[config.mk]
export PLATFORM = sky130hd
export DESIGN_NAME = sp_packet_builder
export DESIGN_NICKNAME = d
export VERILOG_FILES = /design/src/rtl/sp_pkg.sv /design/src/rtl/sp_packet_former.sv /design/src/rtl/sp_pkt_fifo.sv /design/src/rtl/sp_loss_counter.sv /design/src/rtl/sp_packet_builder.sv
export SDC_FILE = /design/constraint.sdc
export NUM_CORES = 1
export LEC_CHECK = 0
export ABC_AREA = 1
export BUFFER_PORTS_ARGS = -buffer_cell sky130_fd_sc_hd__buf_2
export CAP_MARGIN = 20
export CORE_ASPECT_RATIO = 0.8
export CORE_MARGIN = 5
export CORE_UTILIZATION = 54
export CTS_CLUSTER_SIZE = 14
export DETAILED_ROUTE_END_ITERATION = 6
export PLACE_DENSITY = 0.88
export SLEW_MARGIN = 40
export SYNTH_ARGS = -nofsm -noshare
export SYNTH_HDL_FRONTEND = slang
export SYNTH_HIERARCHICAL = 1
export SYNTH_SLANG_ARGS = --single-unit
export TNS_END_PERCENT = 50
[constraint.sdc]
create_clock -name clk -period 2.62 [get_ports clk]
set_input_delay 0.524 -clock clk [delete_from_list [all_inputs] [get_ports clk]]
set_output_delay 0.524 -clock clk [all_outputs]
set_load 0.01 [all_outputs]
[src/rtl/sp_pkg.sv]
package sp_pkg;
  localparam int unsigned SP_COLS = 2;
  localparam int unsigned SP_ROWS = 4;
  localparam int unsigned NPIX    = SP_COLS * SP_ROWS;
  localparam int unsigned TS_W    = 9;
  localparam int unsigned ADDR_W  = 13;
  localparam int unsigned PKT_W   = ADDR_W + TS_W + NPIX;

  typedef struct packed {
    logic [ADDR_W-1:0] addr;
    logic [TS_W-1:0]   ts;
    logic [NPIX-1:0]   map;
  } sp_pkt_t;
endpackage

[src/rtl/sp_packet_former.sv]
module sp_packet_former
  import sp_pkg::*;
(
  input  logic [NPIX-1:0]   hit_i,
  input  logic [TS_W-1:0]   bcid_i,
  input  logic [ADDR_W-1:0] addr_i,
  output sp_pkt_t           pkt_o,
  output logic              any_o
);
  // one packet per crossing: all simultaneous strobes share one timestamp
  always_comb begin
    pkt_o.addr = addr_i;
    pkt_o.ts   = bcid_i;
    pkt_o.map  = hit_i;
    any_o      = |hit_i;
  end
endmodule

[src/rtl/sp_pkt_fifo.sv]
module sp_pkt_fifo
  import sp_pkg::*;
#(
  parameter int unsigned DEPTH = 2
) (
  input  logic    clk,
  input  logic    rst_n,
  input  logic    clear_i,
  input  logic    push_i,
  input  sp_pkt_t din_i,
  input  logic    ready_i,
  output logic    valid_o,
  output sp_pkt_t dout_o,
  output logic    drop_o
);
  localparam int unsigned PTR_W = (DEPTH > 1) ? $clog2(DEPTH) : 1;
  localparam int unsigned CNT_W = $clog2(DEPTH + 1);

  sp_pkt_t            mem [DEPTH];
  logic [PTR_W-1:0]   wr_ptr, rd_ptr;
  logic [CNT_W-1:0]   count;
  logic               pop, room, accept;

  assign valid_o = (count != '0);
  assign dout_o  = mem[rd_ptr];
  assign pop     = valid_o && ready_i && !clear_i;
  assign room    = (count < CNT_W'(DEPTH)) || pop;
  assign accept  = push_i && room && !clear_i;
  assign drop_o  = push_i && !room && !clear_i;

  function automatic logic [PTR_W-1:0] nxt(input logic [PTR_W-1:0] p);
    return (p == PTR_W'(DEPTH - 1)) ? '0 : p + 1'b1;
  endfunction

  for (genvar g = 0; g < DEPTH; g++) begin : g_entry
    always_ff @(posedge clk) begin
      if (accept && wr_ptr == PTR_W'(g)) mem[g] <= din_i;
    end
  end

  always_ff @(posedge clk or negedge rst_n) begin
    if (!rst_n) begin
      wr_ptr <= '0;
      rd_ptr <= '0;
      count  <= '0;
    end else if (clear_i) begin
      wr_ptr <= '0;
      rd_ptr <= '0;
      count  <= '0;
    end else begin
      if (accept) wr_ptr <= nxt(wr_ptr);
      if (pop)    rd_ptr <= nxt(rd_ptr);
      case ({accept, pop})
        2'b10:   count <= count + 1'b1;
        2'b01:   count <= count - 1'b1;
        default: count <= count;
      endcase
    end
  end

  AST_COUNT_BOUND: assert property (@(posedge clk) disable iff (!rst_n)
    count <= CNT_W'(DEPTH));
  AST_CLEAR_EMPTIES: assert property (@(posedge clk) disable iff (!rst_n)
    clear_i |=> !valid_o);
  AST_FULL_SWAP: assert property (@(posedge clk) disable iff (!rst_n)
    (count == CNT_W'(DEPTH) && push_i && valid_o && ready_i && !clear_i) |=> count == CNT_W'(DEPTH));
endmodule

[src/rtl/sp_loss_counter.sv]
module sp_loss_counter #(
  parameter int unsigned W = 8
) (
  input  logic         clk,
  input  logic         rst_n,
  input  logic         inc_i,
  output logic [W-1:0] cnt_o
);
  localparam logic [W-1:0] MAXV = '1;

  always_ff @(posedge clk or negedge rst_n) begin
    if (!rst_n)                      cnt_o <= '0;
    else if (inc_i && cnt_o != MAXV) cnt_o <= cnt_o + 1'b1;
  end

  AST_LOSS_SAT: assert property (@(posedge clk) disable iff (!rst_n)
    (cnt_o == MAXV) |=> (cnt_o == MAXV));
  AST_LOSS_STEP: assert property (@(posedge clk) disable iff (!rst_n)
    1'b1 |=> (cnt_o == $past(cnt_o) || cnt_o == $past(cnt_o) + 1'b1));
endmodule

[src/rtl/sp_packet_builder.sv]
module sp_packet_builder
  import sp_pkg::*;
#(
  parameter int unsigned DEPTH  = 2,
  parameter int unsigned LOSS_W = 8
) (
  input  logic              clk,
  input  logic              rst_n,
  input  logic              clear_i,
  input  logic [NPIX-1:0]   hit_i,
  input  logic [TS_W-1:0]   bcid_i,
  input  logic [ADDR_W-1:0] grp_addr_i,
  output logic              pkt_valid_o,
  input  logic              pkt_ready_i,
  output logic [PKT_W-1:0]  pkt_data_o,
  output logic [LOSS_W-1:0] lost_cnt_o
);
  sp_pkt_t new_pkt, head_pkt;
  logic    any_hit, dropped;

  sp_packet_former u_former (
    .hit_i  (hit_i),
    .bcid_i (bcid_i),
    .addr_i (grp_addr_i),
    .pkt_o  (new_pkt),
    .any_o  (any_hit)
  );

  sp_pkt_fifo #(.DEPTH(DEPTH)) u_fifo (
    .clk     (clk),
    .rst_n   (rst_n),
    .clear_i (clear_i),
    .push_i  (any_hit),
    .din_i   (new_pkt),
    .ready_i (pkt_ready_i),
    .valid_o (pkt_valid_o),
    .dout_o  (head_pkt),
    .drop_o  (dropped)
  );

  sp_loss_counter #(.W(LOSS_W)) u_loss (
    .clk   (clk),
    .rst_n (rst_n),
    .inc_i (dropped),
    .cnt_o (lost_cnt_o)
  );

  assign pkt_data_o = head_pkt;

  AST_STALL_HOLD: assert property (@(posedge clk) disable iff (!rst_n)
    (pkt_valid_o && !pkt_ready_i && !clear_i) |=> (pkt_valid_o && $stable(pkt_data_o)));
  AST_MAP_NONZERO: assert property (@(posedge clk) disable iff (!rst_n)
    pkt_valid_o |-> (pkt_data_o[NPIX-1:0] != '0));
endmodule

==> results of run 1 <==
-- report_power, final --
| part | switching, mW | internal (mW) |
|---|---|---|
| registers | 0.119 | 1.51 |
| clock network | 0.398 | 0.535 |
| logic | 0.644 | 0.351 |
| total | 1.16 | 2.40 |
-- worst register-to-register path: stages (launching register included) --
cell,delay (ns)
sky130_fd_sc_hd__dfrtp_1,0.45
sky130_fd_sc_hd__inv_2,0.07
sky130_fd_sc_hd__nand2_2,0.09
sky130_fd_sc_hd__nand3_2,0.08
sky130_fd_sc_hd__nand2_2,0.09
sky130_fd_sc_hd__nand2_2,0.08
sky130_fd_sc_hd__nor3_4,0.10
sky130_fd_sc_hd__buf_4,0.39
-- layout make-up --
| cell class | count | area [sq um] | share of cell area [%] |
|---|---|---|---|
| clock buffers | 9 | 123.9 | 3.347 |
| inverters | 24 | 92.59 | 2.502 |
| clock inverters | 7 | 93.84 | 2.535 |
| flip-flops and latches | 72 | 2102 | 56.80 |
| multi-input cells | 175 | 782.0 | 21.13 |
| repair buffers | 78 | 405.4 | 10.95 |
| well taps | 81 | 101.3 | 2.738 |
-- layer usage --
| layer | vias up | part of all wire (%) | track usage [%] |
|---|---|---|---|
| met5 | - | 0 | 0 |
| met4 | 0 | 1.6 | 6.583 |
| met3 | 8 | 6.7 | 6.345 |
| met2 | 64 | 53 | 31.08 |
| met1 | 960 | 39 | 18.78 |
| li1 | 1065 | - | - |
-- path summary, 6_finish.rpt --
path                                             startpoint                     endpoint  depth (start not counted)
worst max-delay path              u_fifo/rd_ptr$_DFFE_PN0P_               pkt_data_o[28]                          4
worst min-delay path                                  rst_n  u_loss/cnt_o[6]$_DFFE_PN0P_                          1
worst max register to register  u_fifo/count[1]$_DFFE_PN0P_  u_fifo/mem[1][17]$_DFFE_PP_                          7
worst min register to register    u_fifo/wr_ptr$_DFFE_PN0P_    u_fifo/wr_ptr$_DFFE_PN0P_                          2
max in group asynchronous                             rst_n    u_fifo/wr_ptr$_DFFE_PN0P_                          1
min in group clk                              grp_addr_i[7]  u_fifo/mem[1][24]$_DFFE_PP_                          1
-- layout by cell type, fill, tap and decap left out, drive strengths merged --
cell type and instances:
nor3b 1, o21ai 2, nand2 138, buf 78, clkbuf 9, edfxtp 60, xnor2 1, bufinv 2
nand4 1, nor2 14, clkinvlp 1, xor2 1, nand3 9, nor3 4, o211ai 1, a21oi 2
dfrtp 12, ha 1, clkinv 3, inv 25
-- per-stage QoR --
stage / hold slack [ns] / cell area, sq um / util [%] / cells / setup slack, ns
2_1_floorplan: 0.2284 / 3222 / - / 307 / 0.1972
3_3_place_gp: 0.4169 / 3483 / 59.55 / 430 / 0.6620
4_1_cts: 0.04506 / 3701 / 63.27 / 446 / 0.5592
5_1_grt: 0.04792 / 3701 / 63.27 / 446 / 0.4322
6_report: 0.05353 / 3701 / 63.27 / 446 / 0.5842
3_5_place_dp: 0.4167 / 3483 / 59.55 / 430 / 0.5849
-- flip-flops by register name, indices dropped and copies added, names as in the netlist --
| name | flops |
|---|---|
| u_fifo/mem | 60 |
| u_fifo/count | 2 |
| u_fifo/rd_ptr | 1 |
| u_loss/cnt_o | 8 |
| u_fifo/wr_ptr | 1 |
-- logic make-up (layout without fill, tap and decap cells) --
family	Yosys count	after routing	share of synthesized area [%]
AOI/OAI and AO/OA	5	5	0.8545
DFF	72	72	65.24
and+or+nand+nor	167	167	22.29
buffers and inverters	60	118	10.68
xor gates and xnor gates	2	2	0.5438
adders and majority gates	1	1	0.3883
==> results.txt, run 1 <==
The run finished with clean final reports. At the worst endpoint, the arrival time is roughly 1.5 ns. The max-cap check violation count is 0. The first-pass GRT wire length came out at 9956 microns.

The number of fill cells is approximately 460. The number of diodes added for antenna fixing is 0. The number of unique standard cell types used by synthesis is 28. The detailed-route vias per instance came out at about 4.7. Setup violations remaining at the end of the flow were counted as 0. After detailed routing, the number of remaining DRC violations is 0.

The mean routed wirelength per cell came out at 13.22 microns. By area the synthesized netlist is led by sky130_fd_sc_hd__edfxtp_1 (56%), sky130_fd_sc_hd__nand2_1 (15%), sky130_fd_sc_hd__dfrtp_1 (9.3%), sky130_fd_sc_hd__buf_4 (7.0%), sky130_fd_sc_hd__inv_1 (2.4%). The static power due to leakage is 1.708 nW.

The final net count is 395. The category of the worst setup path launch point is a register. The total via count after detailed routing is 2097. For flop-to-flop paths, the worst setup slack is between 0.9 and 1 ns. The critical path endpoint category is a primary output. The class of the worst hold path is input port to asynchronous set/reset pin.

The number of buffers added for setup after CTS is 0. The remaining global-route overflow came out at 0. In this design, the critical path's most frequently occurring cell is sky130_fd_sc_hd__nand2_1. Counting flops with a built-in enable in the synthesized netlist gives 60. Clock tree synthesis found a total of 72 sinks. The setup total negative slack came out at 0 ns. The number of buffers added to fix hold violations after cts is 0. The hold violation count in the final report is 0.

The number of standard-cell rows in the floorplan is 25. Cells with a size suffix above 1 make up 29.86% of the layout. Of all nets on the critical path, the largest fanout is 23. Static timing analysis puts the maximum clock frequency at 491.2 MHz.

The worst stage delay on the critical path is about 0.50 ns. The relative max-transition margin is around 73%. The clock arrives with around 0.0088 ns of skew.

The clock passes through at most 2 buffers. For this run, the leading register cell type out of synthesis is sky130_fd_sc_hd__edfxtp_1. By instance count, the leading cell after synthesis is sky130_fd_sc_hd__nand2_1.

The synthesized netlist occupies a cell area of 0.003222 sq mm. For this design, the slowest cell found on the critical path is sky130_fd_sc_hd__dfrtp_1. The die footprint is around 0.0076 sq mm. Walking the worst path, the cells encountered are buf_4, nand2_1, nand2_1, buf_2. By startpoint and endpoint, the worst setup path is classified as register to primary output. Port buffering added 72 buffers.

The top cell family by delay on the critical path is flip-flops. In this run, CTS created clock tree buffers numbering 9. The number of antenna violations at the first check in global routing came out at 0. The clock insertion delay at the later pin of the skew report came out at 0.34 ns. The register clock-pin slew on the reported worst setup and hold paths came out at roughly 0.070 ns. The biggest area contributor in the post-synthesis netlist is sky130_fd_sc_hd__edfxtp_1. The required time at the endpoint of the critical path is 2.10 ns. Setup repair after global routing left no endpoint under its margin.

The post-synthesis instance total is 307. The flip-flop and latch count after synthesis is around 70. In this run the horizontal extent of the chip is ~96 microns. The average size of a mapped cell came out at 10.49 sq um. The area fraction of the dominant cell type after synthesis came out at 55.92%. The final worst-path cycle share came out at between 70% and 80%. After the first detailed-routing iteration, the DRC count stood at 136.

The top-level I/O count is 73. The number of max-slew violations in the final report is 0. The region available for standard cell placement spans 0.005849 sq mm. The starting utilization of the core area came out at 55.08%. The maximum number of pins on one net before global-route repair came out at 31. The root buffer selected by CTS is sky130_fd_sc_hd__clkbuf_8. Before antenna repair, the detailed router went through 4 iterations. The maximum vdd ir drop came out at 600.9 uV. Power spread over the standard cell area amounts to 961.2 mW/mm^2. In the synthesized netlist, the cells that appear most often are sky130_fd_sc_hd__nand2_1 (132), sky130_fd_sc_hd__edfxtp_1 (60), sky130_fd_sc_hd__buf_4 (30), sky130_fd_sc_hd__inv_1 (21), sky130_fd_sc_hd__dfrtp_1 (12). The total buffers and inverters traversed by the critical path is 2.

The post-cts gate resize count came out at 0. For this run, asynchronously set or reset flops after synthesis account for between 10% and 20%. Routability-driven placement finished with a final weighted congestion of 0.8867. The CTS tree is yes. The design draws roughly 3.6 mW. The count of nets left with antenna violations once routing finished came out at 0. Global routing used 17.47% of the available tracks across all layers. The sequential cell area fraction in the yosys report came out at 65.24%. Relative to the synthesized area, the layout overhead comes to 14.87%. The H-tree level count came out at 3.

Detailed placement finished with a half-perimeter wire length of roughly 4100 microns. The warning count from the yosys run came out at 6. In this run the vertical extent of the chip is 79.09 microns.

The slew of the pin with the lowest slew margin came out at 0.4040 ns. The via count of the first global-routing pass is 2266. The final routed wirelength across all metal layers came out at 5896 microns. The number of nets in the synthesized netlist is 342. Subtracting the final worst setup slack from the clock period gives 2.036 ns.
Note: power is estimated with default switching activity, not from simulation.
==> run 2: changes to the inputs <==
==> constraint.sdc (replaced) <==
create_clock -name clk -period 2 [get_ports clk]
set_input_delay 0.4 -clock clk [delete_from_list [all_inputs] [get_ports clk]]
set_output_delay 0.4 -clock clk [all_outputs]
set_load 0.01 [all_outputs]
==> run 2 against run 1 <==
Count of clock-buffer cells in the layout stayed put. Critical path depth is 1 higher. Hold slack better by 0.19 ns. Cell count stayed put. Register-to-register slack worse by 0.60 ns. Via count hardly changed. Clock power is 32% higher. Core utilization is 0.71 points higher. Die area stayed put. Clock skew is 0.0041 ns lower. Non-clock buffer count stayed put. First-iteration DRC count is 44% lower. Critical path type unchanged. Largest cell class unchanged. Largest power group unchanged.
==> results.txt, run 2 (same netlist as run 1, synthesis figures left out) <==
The run finished with clean final reports. The register clock-pin slew on the reported worst setup and hold paths is 0.08 ns (about the same). The number of standard-cell rows in the floorplan came out at 25 (unchanged). The post-route clock skew is 0.004660 ns (-0.004125 ns). The count of input and output buffers came to 72 (unchanged). The static power due to leakage was 1.723 nW (+0.86%).

The worst register-to-register path begins at u_fifo/count[1]$_DFFE_PN0P_. The number of antenna violations at the first check in global routing came out at 0 (unchanged). The maximum vdd ir drop is 934.7 uV (+56%). The number of clock buffers inserted by TritonCTS came out at 9 (unchanged). In this run the critical register-to-register path is captured at u_loss/cnt_o[7]$_DFFE_PN0P_. The slew of the pin with the lowest slew margin was 0.4173 ns (+0.01333 ns). The number of DRC markers in iteration 0 came to 76 (-44%).

The final design utilization came out at 63.98% (+0.71 points). The final routed wirelength across all metal layers came out at 5710 microns (-3.2%). Static timing analysis puts the maximum clock frequency at 533.9 MHz.

By startpoint and endpoint, the worst setup path is classified as register to primary output. The final setup violation count was 0 (unchanged). The footprint of the multi-input gates is 782.0 sq um (unchanged).

The number of remaining DRC errors was 0 (unchanged). The cell total after placement came out at 429 (-0.23%). The top-level I/O count came out at 73 (unchanged). The mean routed wirelength per cell is 12.80 microns (-3.2%).

The worst hold slack is 0.2405 ns (+0.1869 ns). The register with the most flip-flops in the final layout is u_fifo/mem. The number of max-slew violations in the final report came out at 0 (unchanged).

The CTS tree is yes. The required time at the endpoint of the critical path came out at 1.60 ns (-0.50 ns). The H-tree level count came out at 3 (unchanged). The detailed-router iteration count before antenna repair came to 4 (unchanged). The arrival time at the worst endpoint is 1.47 ns (-0.04 ns).

The area of the core came out at 0.005849 sq mm (unchanged). The number of diodes added for antenna fixing came out at 0 (unchanged). The flip-flop count of the largest register, all copies and words added came out at 60 (unchanged).

The highest fanout seen on the critical path came out at 23 (unchanged). Setup repair after global routing left no endpoint under its margin. The critical path endpoint category is a primary output. The remaining global-route overflow is 0 (unchanged).

In this run the worst setup path begins at u_fifo/rd_ptr$_DFFE_PN0P_. The setup slack of the worst register-to-register path came out at 0.32 ns (-0.60 ns). The via count of the first global-routing pass is 2061 (-9.0%). The final net count came out at 395 (unchanged). The die footprint came out at 0.007621 sq mm (unchanged). The number of fill cells is 468 (+2.6%).

In the layout the commonest cells are sky130_fd_sc_hd__nand2_1 (132), sky130_fd_sc_hd__buf_2 (72), sky130_fd_sc_hd__edfxtp_1 (60), sky130_fd_sc_hd__inv_1 (21), sky130_fd_sc_hd__dfrtp_1 (12). The width of the die came out at 96.36 microns (unchanged). The total routing usage reported by global routing came out at 16.22% (-1.2 points). The power per cell area came out at 1257 mW/mm^2 (+31%).

The area overhead of the layout relative to synthesis came out at 16.16%. Following the worst setup path forward leads to its endpoint at pkt_data_o[3]. The setup total negative slack is 0 ns (unchanged).

The minimum period implied by the final worst setup slack is 1.873 ns. The library cell used most frequently in the layout, excluding fill and tap cells, is sky130_fd_sc_hd__nand2_1. The hold violation count in the final report came out at 0 (unchanged). The chip height came out at 79.09 microns (unchanged). The largest registers in the layout are u_fifo/mem (60), u_loss/cnt_o (8), u_fifo/count (2). The max-cap check violation count was 0 (unchanged). The storage element area came out at 0.002102 sq mm (unchanged). The count of non-filler cells in the finished layout is 446 (unchanged). The number of clock sinks is 72 (unchanged).

The category of the worst setup path launch point is a register. The total via count after detailed routing came to 2098 (+0.048%). The fraction of final layout cells with drive strength greater than 1 was 29.86% (unchanged). The maximum number of pins on one net before global-route repair came to 31 (unchanged).

The logic depth of the worst register-to-register path came out at 10 (+3). The post-route antenna net violation count is 0 (unchanged). The first-pass GRT wire length came out at 9239 microns (-7.2%). The clock insertion delay at the later pin of the skew report is 0.34 ns (about the same). The post-cts gate resize count is 0 (unchanged). In this run the worst hold path is classified as input port to register.

Of the available clock period, the critical path in the final layout requires between 90% and 100%. The number of buffers added for setup after CTS is 0 (unchanged). The detailed-route vias per instance came out at 4.704 (about the same).

The largest buffer count on any clock path is 2 (unchanged). The final weighted congestion in routability-driven placement came to 0.7838 (-12%). The starting utilization of the core area came to 55.08% (unchanged). The relative max-transition margin came out at 71.97% (-1.1 points). The post-DP HPWL came out at 3983 microns (-2.1%).

The tree is rooted in a sky130_fd_sc_hd__clkbuf_8.
==> run 2: cell count changes in the layout (fill, tap and decap cells not counted) <==
cell | previous run | this run
sky130_fd_sc_hd__dlygate4sd3_1 | 0 | 1
sky130_fd_sc_hd__clkinv_1 | 1 | 0
sky130_fd_sc_hd__clkinv_2 | 1 | 2
sky130_fd_sc_hd__buf_4 | 6 | 2
sky130_fd_sc_hd__buf_12 | 0 | 3
==> run 2: worst max-delay path, stage by stage, from the launching register on <==
cell and delay [ns]:
sky130_fd_sc_hd__dfrtp_1 0.38, sky130_fd_sc_hd__inv_1 0.26, sky130_fd_sc_hd__buf_12 0.21, sky130_fd_sc_hd__nand2_1 0.07, sky130_fd_sc_hd__nand2_1 0.08, sky130_fd_sc_hd__buf_2 0.13
==> run 2: how the worst min path moves through the flow <==
stage	from	end	slack, ns	depth (start not counted)
3_3_place_gp	rst_n	u_loss/cnt_o[5]$_DFFE_PN0P_	0.30	1
6_report	bcid_i[1]	u_fifo/mem[0][9]$_DFFE_PP_	0.24	1
4_1_cts	grp_addr_i[4]	u_fifo/mem[0][21]$_DFFE_PP_	0.23	1
5_1_grt	grp_addr_i[3]	u_fifo/mem[0][20]$_DFFE_PP_	0.22	1
3_5_place_dp	rst_n	u_loss/cnt_o[5]$_DFFE_PN0P_	0.30	1
2_1_floorplan	rst_n	u_fifo/count[0]$_DFFE_PN0P_	0.10	0
==> run 2: repair_timing <==
action                     4_1_cts  5_1_grt
hold buffers                     1        0
hold endpoints to repair        12        0
setup endpoints to repair        0        0
==> run 2: metrics by stage <==
stage	power [mW]	setup WS, ns	cell area [sq um]
2_1_floorplan	2.972	0.07349	3228
4_1_cts	4.766	0.09143	3742
6_report	4.704	0.1269	3742
3_5_place_dp	3.528	0.2241	3513
5_1_grt	4.988	0.009030	3742
3_3_place_gp	3.457	0.2679	3513
==> run 2: power breakdown <==
group / leakage [nW] / internal, mW / switching [mW]
Combinational: 0.902 / 0.500 / 0.854
Sequential: 0.711 / 1.98 / 0.141
Clock: 0.110 / 0.703 / 0.530
Total: 1.72 / 3.18 / 1.53
==> run 2: area by class of cell <==
| type | instances | share of cell area, % |
|---|---|---|
| flip-flops and latches | 72 | 56.17 |
| multi-input cells | 175 | 20.90 |
| repair buffers | 78 | 11.90 |
| clock buffers | 9 | 3.310 |
| well taps | 81 | 2.708 |
| clock inverters | 7 | 2.541 |
| inverters | 24 | 2.474 |
==> run 2: routing by layer <==
metal	share of wire, %	global-route usage (%)	up-vias
met5	0	0	-
met4	1.1	5.042	0
met3	7.1	6.629	7
met2	51	28.95	55
met1	40	17.36	978
li1	-	-	1058
==> run 3: changes to the inputs <==
--- a/config.mk
+++ b/config.mk
@@ -13,6 +13,7 @@
 export CORE_UTILIZATION = 54
 export CTS_CLUSTER_SIZE = 14
 export DETAILED_ROUTE_END_ITERATION = 6
+export GPL_TIMING_DRIVEN = 0
 export PLACE_DENSITY = 0.88
 export SLEW_MARGIN = 40
 export SYNTH_ARGS = -nofsm -noshare
==> run 3 against run 2 <==
Cell count grew 2.7%. Count of clock-buffer cells in the layout is the same. Flip-flop and latch count is the same. Largest cell class unchanged. Largest power group unchanged.
==> results.txt, run 3 (same netlist as run 1, synthesis figures left out) <==
The critical path is of the register to primary output type. The startpoint identified for the worst hold timing path is bcid_i[8]. The total via count after detailed routing is 2152 (+2.6%). The post-DP HPWL came to 4319 microns (+8.4%). The class of the worst hold path is input port to register.

The worst reg2reg path startpoint is u_fifo/count[1]$_DFFE_PN0P_. The final weighted congestion in routability-driven placement is 0.8610 (+9.8%). The hold violation count in the final report is 0 (unchanged). The slew of the pin with the lowest slew margin is 0.6786 ns (+0.2614 ns). The total buffers and inverters traversed by the critical path was 3 (unchanged). The register clock-pin slew on the reported worst setup and hold paths came out at 0.08 ns (about the same).

Ranked by flip-flop count, first place goes to u_fifo/mem. The number of remaining DRC errors is 0 (unchanged). The max-cap check violation count is 0 (unchanged).

Among cell families on the critical path, the largest total delay comes from buffers and inverters. The start point of the critical path is u_fifo/rd_ptr$_DFFE_PN0P_. The count of input and output buffers is 50 (-31%). The number of diodes added for antenna fixing came to 0 (unchanged). The chip height came out at 79.09 microns (unchanged). The run finished with clean final reports. The overall power consumption came to 4.696 mW (-0.17%). The setup total negative slack is 0 ns (unchanged). The slowest stage of the critical path is the sky130_fd_sc_hd__dfrtp_1 cell.

The total routing usage reported by global routing was 17.13% (+0.91 points). The setup slack of the worst register-to-register path was 0.24 ns (-0.08 ns). Walking the worst path, the cells encountered are inv_1, clkbuf_2, nand2_1, nand2_1, buf_2. The minimum period implied by the final worst setup slack came to 1.821 ns (-0.05179 ns). The detailed-route vias per instance is 4.699 (-0.11%). The busiest metal layer after global routing is met2. The clock insertion delay at the later pin of the skew report is 0.34 ns (about the same). The met2 layer usage reported by global route is 28.67% (-0.28 points). The met3 track utilization from global routing came out at 6.818% (+0.19 points). The arrival time at the worst endpoint is 1.42 ns (-0.05 ns). The number of clock buffers inserted by TritonCTS came out at 9 (unchanged). The flip-flop count of the largest register, all copies and words added is 60 (unchanged).

The number of cells on the worst hold path came to 1 (unchanged). The required time at the endpoint of the critical path is 1.60 ns (about the same). The root buffer selected by CTS is sky130_fd_sc_hd__clkbuf_8.

The final worst-path cycle share came to 91.07% (-2.6 points). The highest fanout seen on the critical path came out at 10 (-57%). The width of the die is 96.36 microns (unchanged). The starting utilization of the core area came out at 55.08% (unchanged). The met1 track utilization from global routing is 20.28% (+2.9 points). The mean routed wirelength per cell is 12.79 microns (about the same). The number of max-slew violations in the final report is 0 (unchanged).

The power per cell area is 1217 mW/mm^2 (-3.2%). The endpoint identified for the worst register-to-register timing path is u_fifo/mem[0][2]$_DFFE_PP_. The final routed wirelength across all metal layers came out at 5859 microns (+2.6%). The number of fill cells is 444 (-5.1%). The final net count was 407 (+3.0%).

The worst setup path is launched from a register. The die footprint is 0.007621 sq mm (unchanged). The maximum number of pins on one net before global-route repair is 31 (unchanged).

The fmax came out at 549.0 MHz (+2.8%). The largest registers in the layout are u_fifo/mem (60), u_loss/cnt_o (8), u_fifo/count (2). The maximum vdd ir drop is 830.1 uV (-11%).

The area overhead of the layout relative to synthesis came out at 19.73%. The detailed-router iteration count before antenna repair is 5 (+1). The number of DRC markers in iteration 0 came out at 102 (+34%). The post-route antenna net violation count came out at 0 (unchanged). Setup repair after global routing could not meet its margin everywhere. The via count of the first global-routing pass is 2136 (+3.6%). The fraction of final layout cells with drive strength greater than 1 was 32.10% (+2.2 points). The CTS tree is yes. The post-route clock skew came to 0.007042 ns (+0.002382 ns). The final setup violation count is 0 (unchanged). The number of antenna violations at the first check in global routing came out at 0 (unchanged).

The relative max-transition margin was 54.69% (-17 points). The count of non-filler cells in the finished layout came to 458 (+2.7%). The library cells used most frequently in the layout, excluding fill and tap cells, are sky130_fd_sc_hd__nand2_1 (132), sky130_fd_sc_hd__edfxtp_1 (60), sky130_fd_sc_hd__buf_2 (52), sky130_fd_sc_hd__buf_4 (31), sky130_fd_sc_hd__inv_1 (20). The logic depth of the worst register-to-register path was 6 (-4). The number of clock sinks came out at 72 (unchanged). The cell total after placement was 440 (+2.6%). The area of the core is 0.005849 sq mm (unchanged). The final design utilization is 65.95% (+2.0 points).

The top-level I/O count was 73 (unchanged). The H-tree level count was 3 (unchanged). The cell seen most often among critical-path stages is sky130_fd_sc_hd__nand2_1.

The worst stage delay on the critical path is 0.41 ns (+0.03 ns). The static power due to leakage was 1.777 nW (+3.1%). The remaining global-route overflow is 0 (unchanged). Leaving out fill and tap cells, the most frequent cell in the layout is sky130_fd_sc_hd__nand2_1. The first-pass GRT wire length is 9639 microns (+4.3%). For hold timing, the worst endpoint is u_fifo/mem[0][16]$_DFFE_PP_. The largest buffer count on any clock path was 2 (unchanged).

STA classifies the critical path endpoint as a primary output. The number of standard-cell rows in the floorplan is 25 (unchanged).
run 3: changes by cell type in the layout (fill, tap and decap cells not counted), sizes merged:
cell and delta:
clkinvlp +1, inv -1, clkbuf +4, buf +8
run 3: worst register-to-register path, stage by stage, from the launching register on:
cell,delay (ns)
sky130_fd_sc_hd__dfrtp_1,0.44
sky130_fd_sc_hd__inv_2,0.06
sky130_fd_sc_hd__nand2_2,0.09
sky130_fd_sc_hd__nand3_2,0.08
sky130_fd_sc_hd__nand2_2,0.10
sky130_fd_sc_hd__nand3_1,0.10
sky130_fd_sc_hd__inv_2,0.52
run 3: through the flow:
step | worst slack (ns) | hold slack, ns | cell area (sq um)
final | 0.1787 | 0.2433 | 3857
after global routing | -0.01302 | 0.2130 | 3857
after global placement | -0.4056 | 0.2980 | 3580
after CTS | 0.03067 | 0.2231 | 3846
after detailed placement | -0.1733 | 0.3031 | 3610
after floorplan | 0.07349 | 0.1044 | 3228
run 3: where the power goes:
part           switching [mW]  total, mW  internal [mW]  leakage (nW)
clock                   0.518       1.22          0.701         0.103
combinational           0.858       1.35          0.496         0.962
sequential              0.144       2.12           1.98         0.711
run 3: worst max-delay path by stage:
stage / cells after the start / end
after CTS: 8 / u_fifo/mem[1][5]$_DFFE_PP_
after global placement: 6 / u_fifo/mem[1][4]$_DFFE_PP_
after detailed placement: 12 / u_loss/cnt_o[7]$_DFFE_PN0P_
final: 5 / pkt_data_o[27]
after floorplan: 6 / u_fifo/mem[1][0]$_DFFE_PP_
after global routing: 4 / pkt_data_o[2]
run 3: area by class of cell:
cell class | count | area [sq um] | area share [%]
multi-input combinational | 175 | 787.0 | 20.40
inverter | 24 | 92.59 | 2.400
clock buffer | 9 | 123.9 | 3.211
timing repair buffer | 54 | 297.8 | 7.720
tap | 81 | 101.3 | 2.627
sequential | 72 | 2102 | 54.49
clock inverter | 7 | 96.34 | 2.498
buffer | 36 | 256.5 | 6.649
run 3: per-layer routing:
layer,routed length [microns],vias to the layer above
met2,3007,66
met3,378,6
li1,-,1084
met1,2410,996
met5,0,-
met4,62,0
run 3: repair_timing:
| item | in CTS | in global routing |
|---|---|---|
| gates resized for setup | 2 | 2 |
| setup endpoints to repair | 5 | 14 |
| setup buffers | 0 | 1 |
| hold buffers | 1 | 0 |
| pin swaps | 0 | 1 |
| endpoints found under the hold margin | 12 | 0 |
